### src/rtl/pt_walker.sv
module pt_walker #(
  parameter int VA_W  = 16,
  parameter int PA_W  = 16,
  parameter int OFS_W = 8,
  parameter int ENT_W = 16
) (
  input  logic             clk,
  input  logic             rst,
  input  logic             base_we,
  input  logic [PA_W-1:0]  base_wdata,
  input  logic             req_valid,
  output logic             req_ready,
  input  logic [VA_W-1:0]  req_vaddr,
  input  logic             req_write,
  input  logic             req_user,
  output logic             mem_req_valid,
  input  logic             mem_req_ready,
  output logic [PA_W-1:0]  mem_req_addr,
  input  logic             mem_rsp_valid,
  input  logic [ENT_W-1:0] mem_rsp_data,
  output logic             rsp_valid,
  input  logic             rsp_ready,
  output logic [PA_W-1:0]  rsp_paddr,
  output logic [1:0]       rsp_fault
);
  localparam int VPN_W = VA_W - OFS_W;
  localparam int PPN_W = PA_W - OFS_W;
  localparam int V_BIT = ENT_W - 1;
  localparam int S_BIT = ENT_W - 2;
  localparam int R_BIT = ENT_W - 3;
  localparam int W_BIT = ENT_W - 4;
  localparam logic [1:0] F_OK = 2'b00, F_NP = 2'b01, F_PROT = 2'b10;

  typedef enum logic [1:0] {IDLE, FETCH, WAIT, DONE} walk_t;
  walk_t state;

  logic [PA_W-1:0] base_q;
  logic [VA_W-1:0] va_q;
  logic            wr_q, usr_q;
  logic [PA_W-1:0] paddr_q;
  logic [1:0]      fault_q;

  logic [VPN_W-1:0] vpn;
  logic [1:0]       chk;
  logic             unused_bits;

  assign vpn           = va_q[VA_W-1:OFS_W];
  assign req_ready     = (state == IDLE);
  assign mem_req_valid = (state == FETCH);
  assign mem_req_addr  = base_q + (PA_W'(vpn) << 1);
  assign rsp_valid     = (state == DONE);
  assign rsp_paddr     = paddr_q;
  assign rsp_fault     = fault_q;
  assign unused_bits   = ^mem_rsp_data[W_BIT-1:PPN_W];

  always_comb begin
    if (!mem_rsp_data[V_BIT])
      chk = F_NP;
    else if ((usr_q && mem_rsp_data[S_BIT]) ||
             (!wr_q && !mem_rsp_data[R_BIT]) ||
             (wr_q && !mem_rsp_data[W_BIT]))
      chk = F_PROT;
    else
      chk = F_OK;
  end

  always_ff @(posedge clk) begin
    if (rst) begin
      state   <= IDLE;
      base_q  <= '0;
      va_q    <= '0;
      wr_q    <= 1'b0;
      usr_q   <= 1'b0;
      paddr_q <= '0;
      fault_q <= F_OK;
    end else begin
      if (base_we && state == IDLE)
        base_q <= base_wdata;
      case (state)
        IDLE: if (req_valid) begin
          va_q  <= req_vaddr;
          wr_q  <= req_write;
          usr_q <= req_user;
          state <= FETCH;
        end
        FETCH: if (mem_req_ready) state <= WAIT;
        WAIT: if (mem_rsp_valid) begin
          fault_q <= chk;
          paddr_q <= (chk == F_OK) ? {mem_rsp_data[PPN_W-1:0], va_q[OFS_W-1:0]} : '0;
          state   <= DONE;
        end
        DONE: if (rsp_ready) state <= IDLE;
        default: state <= IDLE;
      endcase
    end
  end


  mreq_hold_chk: assert property (@(posedge clk) disable iff (rst)
    mem_req_valid && !mem_req_ready |=> mem_req_valid && $stable(mem_req_addr));

  mreq_single_chk: assert property (@(posedge clk) disable iff (rst)
    mem_req_valid && mem_req_ready |=> !mem_req_valid);

  busy_after_accept_chk: assert property (@(posedge clk) disable iff (rst)
    req_valid && req_ready |=> !req_ready);

  idle_excl_chk: assert property (@(posedge clk) disable iff (rst)
    !(req_ready && (rsp_valid || mem_req_valid)));

  rsp_hold_chk: assert property (@(posedge clk) disable iff (rst)
    rsp_valid && !rsp_ready |=> rsp_valid && $stable(rsp_paddr) && $stable(rsp_fault));

  fault_zero_pa_chk: assert property (@(posedge clk) disable iff (rst)
    rsp_valid && rsp_fault != F_OK |-> rsp_paddr == '0);

  fault_code_chk: assert property (@(posedge clk) disable iff (rst)
    rsp_valid |-> rsp_fault != 2'b11);
endmodule

### config.mk
export PLATFORM = sky130hd
export DESIGN_NAME = pt_walker
export DESIGN_NICKNAME = d
export VERILOG_FILES = /design/src/rtl/pt_walker.sv
export SDC_FILE = /design/constraint.sdc
export NUM_CORES = 1
export LEC_CHECK = 0
export BUFFER_PORTS_ARGS = -buffer_cell sky130_fd_sc_hd__buf_2
export CORE_MARGIN = 5
export CORE_UTILIZATION = 35
export CTS_BUF_LIST = sky130_fd_sc_hd__clkbuf_8
export CTS_CLUSTER_DIAMETER = 80
export DETAILED_ROUTE_END_ITERATION = 10
export PLACE_DENSITY_LB_ADDON = 0.05
export SYNTH_ARGS = -nofsm -noshare
export SYNTH_HDL_FRONTEND = slang
export SYNTH_SLANG_ARGS = --single-unit
export TNS_END_PERCENT = 1
### constraint.sdc
create_clock -name clk -period 5.94 [get_ports clk]
set_input_delay 1.188 -clock clk [delete_from_list [all_inputs] [get_ports clk]]
set_output_delay 1.188 -clock clk [all_outputs]
set_load 0.005 [all_outputs]
==> qor.txt <==
Setup WS post-layout - 2450 ps
Hold_buf cts - 0
Largest net degree at the start of global routing - 55
Internal reg-to-reg setup slack - 3980 ps
Longest Clk Path Bufs - 2
Worst VDD drop - 0.115 mV
Max-cap violations - 0
Cells after synthesis - 288
First-pass GRT wire length - 9940 um
Post-CTS setup buffer count - 0
Remaining Overflow, GRT - 0
Hold WC Path Type - reg -> reg
FMAX - 286 MHz
Sink Count - 54
Wire per inst - 13.3 um
Clock Latency Late Sink - 300 ps
Cell Area, Synth - 0.00246 mm2
Synth unique cells - 36
Final Hold Viols - 0
Worst Max-Slew Pin Slew - 1020 ps
Startpoint types - register
Gr usage total - 14.1%
Final min period - 3490 ps
DRC viols - 0
Status - completed
Root Driver - clkbuf_8
Avg Inst Size Synth - 8.56 um2
Sequential fraction of the synthesis area - 43.9%
Die Span X - 93.9 um
Vias - 2158
Vias per cell - 4.64
Critical Path End Type - output port
Total negative slack - 0 ps
#FFs+latches synth - 54
R2r startpoint - state[0]$_SDFFE_PP0P_
Slew Limit Headroom - 31.8%
Critical path arrival - 2310 ps
GPL Wtd Cong - 0.780
Placed instance area - 0.00295 mm2
Crit path buf inv count - 1
Initial antenna violation count - 0
Cell depth of the worst hold path - 2
IO Port Bufs - 89
Layout Skew - 4.60 ps
Hold path startpoint - base_q[0]$_SDFFE_PP0P_
Final Max Slew Viols - 0
Place WS - 2770 ps
Area leader, netlist - dfxtp_1
Area Overhead vs Synth - 23.5%
Post-detail-place hpwl - 4480 um
EDFF count, synth - 0
Routed Wire Length - 6200 um
Total leakage power - 1.37 nW
Main area contributors after synthesis - dfxtp_1, nand2_1, a21oi_1
Main synth FF type - dfxtp_1
RSZ-0062 raised after global routing - false
Die ar. - 0.00882 mm2
Crit Reg-Reg Endpoint - rsp_paddr[0]$_SDFFE_PP0P_
Post-cts sizing count - 0
Final setup fails - 0
Syn_nets - 358
Setup CP Type - reg -> out
CP max-delay cell - fa_1
Cts bufs inserted - 5
Pwr dens - 329 mW/mm2
Pwr Total - 1.00 mW
Fin nets - 438
Layout cells sized above 1 - 29.5%
Largest fanout on the critical path - 3
Top cell type's share of synthesized area - 43.9%
H-tree levels - 2
Detailed Route Iter0 Violations - 78
Via count of the first global-routing pass - 2100
TritonCTS clock tree - built
Share of the clock period used by the worst path - 58.8%
WHS - 455 ps
Worst Hold End - base_q[0]$_SDFFE_PP0P_
CP required - 4750 ps
Synth async-reset ratio - 0%
IO Count - 94
CTS clk-pin slew, worst paths - 90 ps
R2R cell count - 6
Core footprint - 0.00683 mm2
Antenna Nets Post-Route - 0
Design area - 0.00304 mm2
Starting Density - 36.1%
Drt first pass iters - 6
Antenna Cells - 0
Row count - 30
Crit-path cells - ha_1, fa_1, a211oi_1, o21ai_0, a311oi_1, a21oi_1, buf_2
CP peak stage delay - 430 ps
Die height - 93.9 um
Ys Warns - 0
CP top delay family - compound AO/OA/AOI/OAI gates
==> worst max-delay path by stage <==
stage	endpoint	slack (ps)	cells after the start	startpoint
after global routing	mem_req_addr[9]	2330	7	base_q[1]$_SDFFE_PP0P_
after floorplan	mem_req_addr[9]	3060	6	base_q[1]$_SDFFE_PP0P_
final	mem_req_addr[9]	2450	7	base_q[1]$_SDFFE_PP0P_
after global placement	mem_req_addr[9]	2770	7	base_q[1]$_SDFFE_PP0P_
after detailed placement	mem_req_addr[9]	2770	7	base_q[1]$_SDFFE_PP0P_
after CTS	mem_req_addr[9]	2430	7	base_q[1]$_SDFFE_PP0P_
==> cell families after synthesis <==
group	synth area share (%)
DFF	43.9
buffers and inverters	3.76
muxes	0.812
and+or+nand+nor	17.7
adders and majority gates	6.90
xor gates and xnor gates	4.26
AOI/OAI and AO/OA	22.7
==> per-layer routing <==
| metal | part of all wire [%] | vias up | wire (um) | track usage [%] |
|---|---|---|---|---|
| met4 | 0.69 | 0 | 43 | 2.65 |
| met5 | 0 | - | 0 | 0 |
| met3 | 7.0 | 4 | 436 | 5.05 |
| met2 | 47 | 52 | 2890 | 24.1 |
| li1 | - | 1147 | - | - |
| met1 | 46 | 955 | 2830 | 17.1 |
==> cell usage in the layout, fill, tap and decap left out, types with 5 or more instances in the layout <==
cell type / instances
dfxtp_1: 54
nand2_1: 72
a22oi_1: 6
a22oi_2: 10
nor2_1: 20
clkbuf_8: 6
inv_1: 5
ha_1: 12
a21oi_1: 42
o211ai_1: 5
xnor2_1: 9
buf_2: 89
==> registers in the layout, indices dropped and copies added, names as in the netlist <==
name,count
rsp_fault,2
va_q,16
rsp_paddr,16
state,2
usr_q,1
wr_q,1
base_q,16
==> through the flow <==
step	util [%]	std cells
final	44.6	465
after global routing	44.6	465
after CTS	44.6	465
after detailed placement	43.2	457
after global placement	43.2	457
after floorplan	-	288
==> cells in the mapped netlist, drive strengths merged, types with 3 or more instances <==
library cell	count
nand2	72
nor2b	3
xnor2	9
nor2	20
nand3	4
a211oi	4
inv	4
clkbuf	6
dfxtp	54
a21oi	42
o211ai	5
o21ai	3
buf	10
xor2	3
ha	12
a21o	3
a22oi	16
==> cell type report <==
cell class | instances | area, um2
Tap cell | 96 | 120
Clock inverter | 2 | 8.76
Clock buffer | 6 | 82.6
Inverter | 4 | 15.0
Fill cell | 733 | 3790
Sequential cell | 54 | 1080
Timing Repair Buffer | 89 | 445
Multi-Input combinational cell | 214 | 1290
==> worst reg2reg max path: stages, from the launching register on <==
cell and delay, ps:
dfxtp_1 350, inv_1 90, ha_1 290, nand3_2 140, a211oi_4 730, a22oi_1 140, nor2_1 140
==> power by group <==
| group | internal (mW) | switching [mW] | total (mW) |
|---|---|---|---|
| sequential | 0.415 | 0.0367 | 0.452 |
| combinational | 0.137 | 0.204 | 0.341 |
| clock | 0.0928 | 0.117 | 0.209 |
Note: power is estimated with default switching activity, not from simulation.
